===== src/rtl/rwalk_pkg.sv =====
package rwalk_pkg;
  localparam int unsigned AW           = 64;  // address and entry width
  localparam int unsigned SZW          = 7;   // width of a log2 size
  localparam int unsigned LBW          = 5;   // width of a level index size
  localparam int unsigned MIN_LVL_BITS = 5;   // narrowest legal table
  localparam int unsigned V_BIT        = 63;
  localparam int unsigned L_BIT        = 62;
  localparam logic [AW-1:0] NEXT_BASE_MASK = 64'h00FF_FFFF_FFFF_FF00;
  localparam logic [AW-1:0] PAGE_NUM_MASK  = 64'h00FF_FFFF_FFFF_F000;

  typedef enum logic [1:0] {
    CAUSE_NONE   = 2'd0,
    CAUSE_BADCFG = 2'd1,
    CAUSE_NOENT  = 2'd2
  } cause_e;

  typedef enum logic [1:0] {
    ST_IDLE  = 2'd0,
    ST_CHECK = 2'd1,
    ST_WAIT  = 2'd2
  } st_e;

  // Address of the slot that EA selects in a table of 2**lvl entries.
  function automatic logic [AW-1:0] slot_addr(input logic [AW-1:0] base,
                                              input logic [AW-1:0] ea,
                                              input logic [SZW-1:0] remain,
                                              input logic [LBW-1:0] lvl);
    logic [AW-1:0] idx;
    idx = (ea >> (remain - SZW'(lvl))) & ((AW'(1) << lvl) - AW'(1));
    return base + (idx << 3);
  endfunction

  // Offset mask for a page of 2**remain bytes; a shift past the width gives all ones.
  function automatic logic [AW-1:0] low_mask(input logic [SZW-1:0] remain);
    return (AW'(1) << remain) - AW'(1);
  endfunction

  function automatic logic [AW-1:0] leaf_real(input logic [AW-1:0] entry,
                                              input logic [AW-1:0] ea,
                                              input logic [SZW-1:0] remain);
    logic [AW-1:0] m;
    m = low_mask(remain);
    return (entry & PAGE_NUM_MASK & ~m) | (ea & m);
  endfunction
endpackage


===== src/rtl/rwalk_index.sv =====
module rwalk_index
  import rwalk_pkg::*;
(
  input  logic [AW-1:0]  base_i,
  input  logic [AW-1:0]  ea_i,
  input  logic [SZW-1:0] remain_i,
  input  logic [LBW-1:0] lvl_bits_i,
  output logic [AW-1:0]  slot_o
);
  assign slot_o = slot_addr(base_i, ea_i, remain_i, lvl_bits_i);
endmodule


===== src/rtl/rwalk_leaf.sv =====
module rwalk_leaf
  import rwalk_pkg::*;
(
  input  logic [AW-1:0]  entry_i,
  input  logic [AW-1:0]  ea_i,
  input  logic [SZW-1:0] remain_i,
  output logic [AW-1:0]  real_o
);
  assign real_o = leaf_real(entry_i, ea_i, remain_i);
endmodule


===== src/rtl/radix_walker.sv =====
module radix_walker
  import rwalk_pkg::*;
#(
  parameter int unsigned MAX_DEPTH = 4,
  localparam int unsigned LVL_W = $clog2(MAX_DEPTH + 1)
) (
  input  logic           clk,
  input  logic           rst_n,
  input  logic           start_i,
  input  logic [AW-1:0]  ea_i,
  input  logic [AW-1:0]  root_base_i,
  input  logic [LBW-1:0] root_lvl_bits_i,
  input  logic [SZW-1:0] space_bits_i,
  output logic           busy_o,
  output logic           rd_req_o,
  output logic [AW-1:0]  rd_addr_o,
  input  logic           rd_valid_i,
  input  logic [AW-1:0]  rd_data_i,
  output logic           done_o,
  output logic [1:0]     cause_o,
  output logic [AW-1:0]  real_addr_o,
  output logic [SZW-1:0] page_bits_o,
  output logic [AW-1:0]  leaf_entry_o,
  output logic [AW-1:0]  leaf_addr_o
);
  st_e             state_q;
  logic [AW-1:0]   ea_q, base_q, addr_q;
  logic [AW-1:0]   raddr_q, leaf_q, leaf_addr_q;
  logic [LBW-1:0]  lvlbits_q;
  logic [SZW-1:0]  remain_q, page_q;
  logic [LVL_W-1:0] lvl_cnt;
  logic            done_q;
  cause_e          cause_q;

  // Named internal events
  logic            start_take, in_check, size_bad, depth_hit, resp_take;
  logic            ent_valid, ent_leaf;
  logic [SZW-1:0]  remain_next;
  logic [AW-1:0]   slot_next, leaf_raddr;

  assign start_take  = start_i && (state_q == ST_IDLE);
  assign in_check    = (state_q == ST_CHECK);
  assign size_bad    = (lvlbits_q < LBW'(MIN_LVL_BITS)) || (SZW'(lvlbits_q) > remain_q);
  assign depth_hit   = (lvl_cnt == LVL_W'(MAX_DEPTH));
  assign resp_take   = (state_q == ST_WAIT) && rd_valid_i;
  assign ent_valid   = rd_data_i[V_BIT];
  assign ent_leaf    = rd_data_i[L_BIT];
  assign remain_next = remain_q - SZW'(lvlbits_q);

  rwalk_index u_index (
    .base_i     (base_q),
    .ea_i       (ea_q),
    .remain_i   (remain_q),
    .lvl_bits_i (lvlbits_q),
    .slot_o     (slot_next)
  );

  rwalk_leaf u_leaf (
    .entry_i  (rd_data_i),
    .ea_i     (ea_q),
    .remain_i (remain_next),
    .real_o   (leaf_raddr)
  );

  always_ff @(posedge clk or negedge rst_n) begin
    if (!rst_n) begin
      state_q     <= ST_IDLE;
      ea_q        <= '0;
      base_q      <= '0;
      addr_q      <= '0;
      raddr_q     <= '0;
      leaf_q      <= '0;
      leaf_addr_q <= '0;
      lvlbits_q   <= '0;
      remain_q    <= '0;
      page_q      <= '0;
      lvl_cnt     <= '0;
      done_q      <= 1'b0;
      cause_q     <= CAUSE_NONE;
    end else begin
      done_q <= 1'b0;
      unique case (state_q)
        ST_IDLE: begin
          if (start_take) begin
            ea_q      <= ea_i;
            base_q    <= root_base_i;
            lvlbits_q <= root_lvl_bits_i;
            remain_q  <= space_bits_i;
            lvl_cnt   <= '0;
            state_q   <= ST_CHECK;
          end
        end
        ST_CHECK: begin
          if (depth_hit || size_bad) begin
            done_q  <= 1'b1;
            cause_q <= CAUSE_BADCFG;
            state_q <= ST_IDLE;
          end else begin
            addr_q  <= slot_next;
            state_q <= ST_WAIT;
          end
        end
        ST_WAIT: begin
          if (resp_take) begin
            lvl_cnt <= lvl_cnt + LVL_W'(1);
            if (!ent_valid) begin
              done_q  <= 1'b1;
              cause_q <= CAUSE_NOENT;
              state_q <= ST_IDLE;
            end else begin
              remain_q <= remain_next;
              if (ent_leaf) begin
                done_q      <= 1'b1;
                cause_q     <= CAUSE_NONE;
                raddr_q     <= leaf_raddr;
                page_q      <= remain_next;
                leaf_q      <= rd_data_i;
                leaf_addr_q <= addr_q;
                state_q     <= ST_IDLE;
              end else begin
                lvlbits_q <= rd_data_i[LBW-1:0];
                base_q    <= rd_data_i & NEXT_BASE_MASK;
                state_q   <= ST_CHECK;
              end
            end
          end
        end
        default: state_q <= ST_IDLE;
      endcase
    end
  end

  assign busy_o       = (state_q != ST_IDLE);
  assign rd_req_o     = (state_q == ST_WAIT);
  assign rd_addr_o    = addr_q;
  assign done_o       = done_q;
  assign cause_o      = cause_q;
  assign real_addr_o  = raddr_q;
  assign page_bits_o  = page_q;
  assign leaf_entry_o = leaf_q;
  assign leaf_addr_o  = leaf_addr_q;
endmodule


===== config.mk =====
export PLATFORM = sky130hd
export DESIGN_NAME = radix_walker
export DESIGN_NICKNAME = d
export VERILOG_FILES = /design/src/rtl/rwalk_pkg.sv /design/src/rtl/rwalk_index.sv /design/src/rtl/rwalk_leaf.sv /design/src/rtl/radix_walker.sv
export SDC_FILE = /design/constraint.sdc
export NUM_CORES = 1
export LEC_CHECK = 0
export ABC_AREA = 1
export BUFFER_PORTS_ARGS = -buffer_cell sky130_fd_sc_hd__clkbuf_2
export CAP_MARGIN = 20
export CORE_UTILIZATION = 35
export CTS_CLUSTER_DIAMETER = 30
export DETAILED_ROUTE_END_ITERATION = 6
export GPL_TIMING_DRIVEN = 0
export REMOVE_ABC_BUFFERS = 1
export SLEW_MARGIN = 30
export SYNTH_ARGS = -nofsm -noshare
export SYNTH_HDL_FRONTEND = slang
export SYNTH_HIERARCHICAL = 1
export SYNTH_SLANG_ARGS = --single-unit

===== constraint.sdc =====
create_clock -name clk -period 7.2 [get_ports clk]
set_clock_uncertainty 0.15 [all_clocks]
set_input_delay 0.72 -clock clk [delete_from_list [all_inputs] [get_ports clk]]
set_output_delay 0.72 -clock clk [all_outputs]
set_load 0.01 [all_outputs]

==> run_summary.xml <==
<?xml version="1.0" encoding="UTF-8"?>
<metrics>
  <group name="global_route">
    <metric name="grt_pass1_vias" unit="">31000</metric>
    <metric name="grt_first_pass_wirelength" unit="mm">189</metric>
    <metric name="antenna_found_initial" unit="">15</metric>
    <metric name="global_route.overflow_total" unit="">0</metric>
    <metric name="pin_count_of_the_biggest_net_entering_global_routing" unit="">98</metric>
    <metric name="global_route.usage.total" unit="%">28.6</metric>
  </group>
  <group name="timing">
    <metric name="setup_viol" unit="">0</metric>
    <metric name="timing_worst_slew_pin_value" unit="ps">973</metric>
    <metric name="post-route-period-util" unit="%">93.5</metric>
    <metric name="maxClockFrequency" unit="MHz">149</metric>
    <metric name="fin_crit" unit="ps">6730</metric>
    <metric name="final-max-slew-violation-count" unit="">0</metric>
    <metric name="final-hold-violation-count" unit="">0</metric>
    <metric name="rsz0062_at_grt" unit="">false</metric>
    <metric name="timing.max_slew.rel_slack" unit="%">35.0</metric>
    <metric name="whs" unit="ps">90.4</metric>
  </group>
  <group name="drt">
    <metric name="detail_route.wl_per_cell" unit="um">19.7</metric>
    <metric name="number_of_iterations_in_the_first_detailed_routing_pass" unit="">7</metric>
    <metric name="ant_nets" unit="">0</metric>
    <metric name="drt-total-wl" unit="mm">127</metric>
    <metric name="drc" unit="">0</metric>
    <metric name="detailedRoute.firstIterationViolations" unit="">2616</metric>
    <metric name="vias_per_cell" unit="">5.11</metric>
    <metric name="vias" unit="">32800</metric>
  </group>
  <group name="flow_run">
    <metric name="total_of_max_cap_violations" unit="">0</metric>
  </group>
  <group name="hold_path">
    <metric name="hold_path_startpoint" unit="">root_base_i[56]</metric>
    <metric name="worst_hold_path.endpoint" unit="">base_q[56]</metric>
    <metric name="hold_class" unit="">input pin to flip-flop</metric>
    <metric name="whs_path_depth" unit="">3</metric>
  </group>
  <group name="setup_path">
    <metric name="reg2regPathDepth" unit="">26</metric>
    <metric name="end_kind" unit="">flip-flop</metric>
    <metric name="start_kind" unit="">flip-flop</metric>
    <metric name="cp_data_arrival_time" unit="ps">7190</metric>
    <metric name="timing.critical_path.fanout_max" unit="">48</metric>
    <metric name="worst_setup_sp" unit="">lvlbits_q[1]</metric>
    <metric name="critical_path_class" unit="">flip-flop to flip-flop</metric>
    <metric name="r2r_setup_slack" unit="ps">470</metric>
    <metric name="critical_path.reg2reg.endpoint" unit="">rd_addr_o[63]</metric>
    <metric name="critPathRequiredTime" unit="ps">7660</metric>
    <metric name="r2r_start" unit="">lvlbits_q[1]</metric>
  </group>
  <group name="yosys">
    <metric name="async_sr_flop_fraction" unit="%">100</metric>
    <metric name="yosysWarningCount" unit="">6</metric>
    <metric name="synth_flop_cell" unit="">sky130_fd_sc_hd__dfrtp_1</metric>
    <metric name="postSynthRegisterBits" unit="">410</metric>
    <metric name="post_synth_instance_area" unit="um^2">30200</metric>
    <metric name="postSynthCellCount" unit="">4733</metric>
    <metric name="synth.lib_cells_used.distinct" unit="">54</metric>
    <metric name="synth_seq_area_share" unit="%">33.9</metric>
    <metric name="syn_avg_cell_area" unit="um^2">6.39</metric>
    <metric name="synth-edff-count" unit="">0</metric>
  </group>
  <group name="place">
    <metric name="finalWeightedCongestion" unit="">0.996</metric>
    <metric name="buffer_ports.inserted" unit="">475</metric>
    <metric name="hpwl" unit="mm">99.4</metric>
  </group>
  <group name="die">
    <metric name="effective_utilization_at_floorplan" unit="%">35.4</metric>
    <metric name="floorplan.io_pins" unit="">476</metric>
    <metric name="design.die.area" unit="um^2">87500</metric>
    <metric name="die_width" unit="um">296</metric>
    <metric name="core.rowCount" unit="">107</metric>
    <metric name="die_h" unit="um">296</metric>
    <metric name="design.core.area" unit="um^2">85400</metric>
  </group>
  <group name="outcome">
    <metric name="status" unit="">finished clean</metric>
  </group>
  <group name="final_layout">
    <metric name="finalNetCount" unit="">5468</metric>
    <metric name="flow.area_growth_from_synthesis" unit="%">25.7</metric>
    <metric name="fraction_of_layout_instances_using_a_drive_strength_above_1" unit="%">16.5</metric>
  </group>
  <group name="cts">
    <metric name="cts_tree" unit="">yes</metric>
    <metric name="postCtsResizedCells" unit="">0</metric>
    <metric name="cts_max_path_buffers" unit="">3</metric>
    <metric name="clk_pin_slew_worst_paths" unit="ps">50</metric>
    <metric name="clk_latency" unit="ps">700</metric>
    <metric name="cts-htree-levels" unit="">3</metric>
    <metric name="post-cts-setup-buffer-count" unit="">0</metric>
    <metric name="tritoncts.num_buffers" unit="">109</metric>
    <metric name="numClockSinks" unit="">410</metric>
    <metric name="cts_root_buf" unit="">sky130_fd_sc_hd__clkbuf_16</metric>
  </group>
</metrics>
[cell families after synthesis]
logic type                 Yosys count  synth area share [%]
and+or+nand+nor                   3036                  42.2
buffers and inverters              700                  9.50
DFF                                410                  33.9
AOI/OAI and AO/OA                  393                  7.10
adders and majority gates           81                  3.43
muxes                               64                  2.38
xor gates and xnor gates            48                  1.44
other                                1                0.0124
[per-stage QoR]
| stage | cells | TNS [ps] | util (%) | setup slack (ps) | instance area (um^2) |
|---|---|---|---|---|---|
| global placement | 6177 | -3152220 | 38.8 | -5560 | 33100 |
| floorplan | 4558 | 0 | - | 51.8 | 29300 |
| detailed placement | 6211 | 0 | 39.9 | 637 | 34100 |
| global route | 6419 | 0 | 44.5 | 145 | 38000 |
| CTS | 6417 | 0 | 44.5 | 624 | 38000 |
| finish | 6421 | 0 | 44.5 | 470 | 38000 |
[per-layer routing]
| metal | routed length (um) | GRT usage, % |
|---|---|---|
| met5 | 119 | 0 |
| met4 | 4870 | 11.1 |
| met3 | 8490 | 5.26 |
| met2 | 58900 | 47.1 |
| met1 | 54400 | 37.0 |
[worst max-delay path, cell delays in order, from the launching register on]
cell,delay [ps]
sky130_fd_sc_hd__dfrtp_1,620
sky130_fd_sc_hd__clkinv_1,430
sky130_fd_sc_hd__fa_4,1110
sky130_fd_sc_hd__buf_12,270
sky130_fd_sc_hd__clkinv_2,390
sky130_fd_sc_hd__buf_12,310
sky130_fd_sc_hd__nand3_1,130
sky130_fd_sc_hd__nand3_1,150
sky130_fd_sc_hd__nand3_1,230
sky130_fd_sc_hd__nand2_1,80
sky130_fd_sc_hd__nand2_1,50
sky130_fd_sc_hd__a21oi_1,70
sky130_fd_sc_hd__nor2_1,170
sky130_fd_sc_hd__ha_1,390
sky130_fd_sc_hd__fa_1,400
sky130_fd_sc_hd__nand3_1,100
sky130_fd_sc_hd__nand3_1,270
sky130_fd_sc_hd__nand3_1,120
sky130_fd_sc_hd__nand3_1,230
sky130_fd_sc_hd__nand2_1,80
sky130_fd_sc_hd__nand2_1,220
sky130_fd_sc_hd__nand2_1,90
sky130_fd_sc_hd__nand2_1,120
sky130_fd_sc_hd__nand3_1,80
sky130_fd_sc_hd__nand2_1,100
sky130_fd_sc_hd__inv_1,40
sky130_fd_sc_hd__o21ai_0,140
[how the worst max path moves through the flow]
| stage | endpoint | slack (ps) | cells after the start |
|---|---|---|---|
| 3_3_place_gp | page_bits_o[3] | -5560 | 8 |
| 6_report | rd_addr_o[63] | 470 | 26 |
| 2_1_floorplan | page_bits_o[5] | 50 | 7 |
| 5_1_grt | rd_addr_o[51] | 150 | 26 |
| 4_1_cts | rd_addr_o[63] | 620 | 28 |
| 3_5_place_dp | rd_addr_o[63] | 640 | 28 |
[flip-flops by register name, summed over array words and instances (netlist names), 3 cells and up]
name,count
base_q,64
ea_q,64
leaf_addr_o,64
rd_addr_o,64
real_addr_o,64
leaf_entry_o,63
page_bits_o,7
remain_q,7
lvlbits_q,5
lvl_cnt,3
[cell usage in the layout (no fill, tap or decap), drive strengths merged]
master	n
and3	3
a21boi	2
o211ai	38
mux2	64
or2	6
nor4b	1
dfrtp	410
a211oi	1
and2	3
diode	4
inv	508
nor4	4
nand2b	1
xor2	40
clkinv	40
o21ai	211
ha	78
o22ai	2
nor3	29
nand3b	6
a31oi	5
o31ai	1
buf	34
fa	3
o21a	2
nand4	87
and3b	1
clkinvlp	13
a21o	1
nand2	1937
conb	19
bufinv	15
o21bai	19
xnor2	8
clkbuf	611
a21oi	111
nand3	569
nor2	389
dlygate4sd3	1
[what timing repair did]
action | CTS | global route
endpoints found under the setup margin | 0 | 0
endpoints found under the hold margin | 9 | 0
hold buffers | 1 | 0
[synth_stat cells, types with 2 or more instances]
cell type | n | area share [%]
sky130_fd_sc_hd__a21boi_0 | 2 | 0.050
sky130_fd_sc_hd__a21oi_1 | 110 | 1.8
sky130_fd_sc_hd__a31oi_1 | 5 | 0.10
sky130_fd_sc_hd__and2_1 | 3 | 0.062
sky130_fd_sc_hd__and3_1 | 3 | 0.062
sky130_fd_sc_hd__buf_1 | 14 | 0.17
sky130_fd_sc_hd__buf_2 | 72 | 1.2
sky130_fd_sc_hd__buf_4 | 11 | 0.27
sky130_fd_sc_hd__buf_6 | 14 | 0.52
sky130_fd_sc_hd__clkbuf_1 | 79 | 0.98
sky130_fd_sc_hd__clkbuf_2 | 3 | 0.050
sky130_fd_sc_hd__clkinv_1 | 3 | 0.037
sky130_fd_sc_hd__dfrtp_1 | 410 | 34
sky130_fd_sc_hd__fa_1 | 3 | 0.20
sky130_fd_sc_hd__ha_1 | 78 | 3.2
sky130_fd_sc_hd__inv_1 | 485 | 6.0
sky130_fd_sc_hd__inv_2 | 18 | 0.22
sky130_fd_sc_hd__mux2_2 | 64 | 2.4
sky130_fd_sc_hd__nand2_1 | 1921 | 24
sky130_fd_sc_hd__nand2_2 | 13 | 0.27
sky130_fd_sc_hd__nand2_4 | 3 | 0.11
sky130_fd_sc_hd__nand3_1 | 562 | 9.3
sky130_fd_sc_hd__nand3_2 | 6 | 0.20
sky130_fd_sc_hd__nand3b_1 | 6 | 0.15
sky130_fd_sc_hd__nand4_1 | 81 | 1.7
sky130_fd_sc_hd__nand4_2 | 6 | 0.25
sky130_fd_sc_hd__nor2_1 | 353 | 4.4
sky130_fd_sc_hd__nor2_2 | 22 | 0.46
sky130_fd_sc_hd__nor2_4 | 14 | 0.52
sky130_fd_sc_hd__nor3_1 | 25 | 0.41
sky130_fd_sc_hd__nor3_2 | 4 | 0.13
sky130_fd_sc_hd__nor4_1 | 4 | 0.083
sky130_fd_sc_hd__o211ai_1 | 38 | 0.94
sky130_fd_sc_hd__o21a_1 | 2 | 0.050
sky130_fd_sc_hd__o21ai_0 | 148 | 2.5
sky130_fd_sc_hd__o21ai_1 | 63 | 1.0
sky130_fd_sc_hd__o21bai_1 | 19 | 0.47
sky130_fd_sc_hd__o22ai_1 | 2 | 0.041
sky130_fd_sc_hd__or2_2 | 5 | 0.10
sky130_fd_sc_hd__xnor2_1 | 7 | 0.20
sky130_fd_sc_hd__xor2_1 | 39 | 1.1
[layout make-up]
class                           instances  area, um^2
Multi-Input combinational cell       3641       17300
Inverter                              507        1920
Sequential cell                       410       10300
Clock inverter                         69         956
Tap cell                             1144        1430
Clock buffer                          136        2930
Antenna cell                            4        10.0
Fill cell                            9152       47400
Timing Repair Buffer                  510        3170
Power is not shown: default switching activity piles up to over one toggle a cycle in this logic, so the estimate is an artifact.
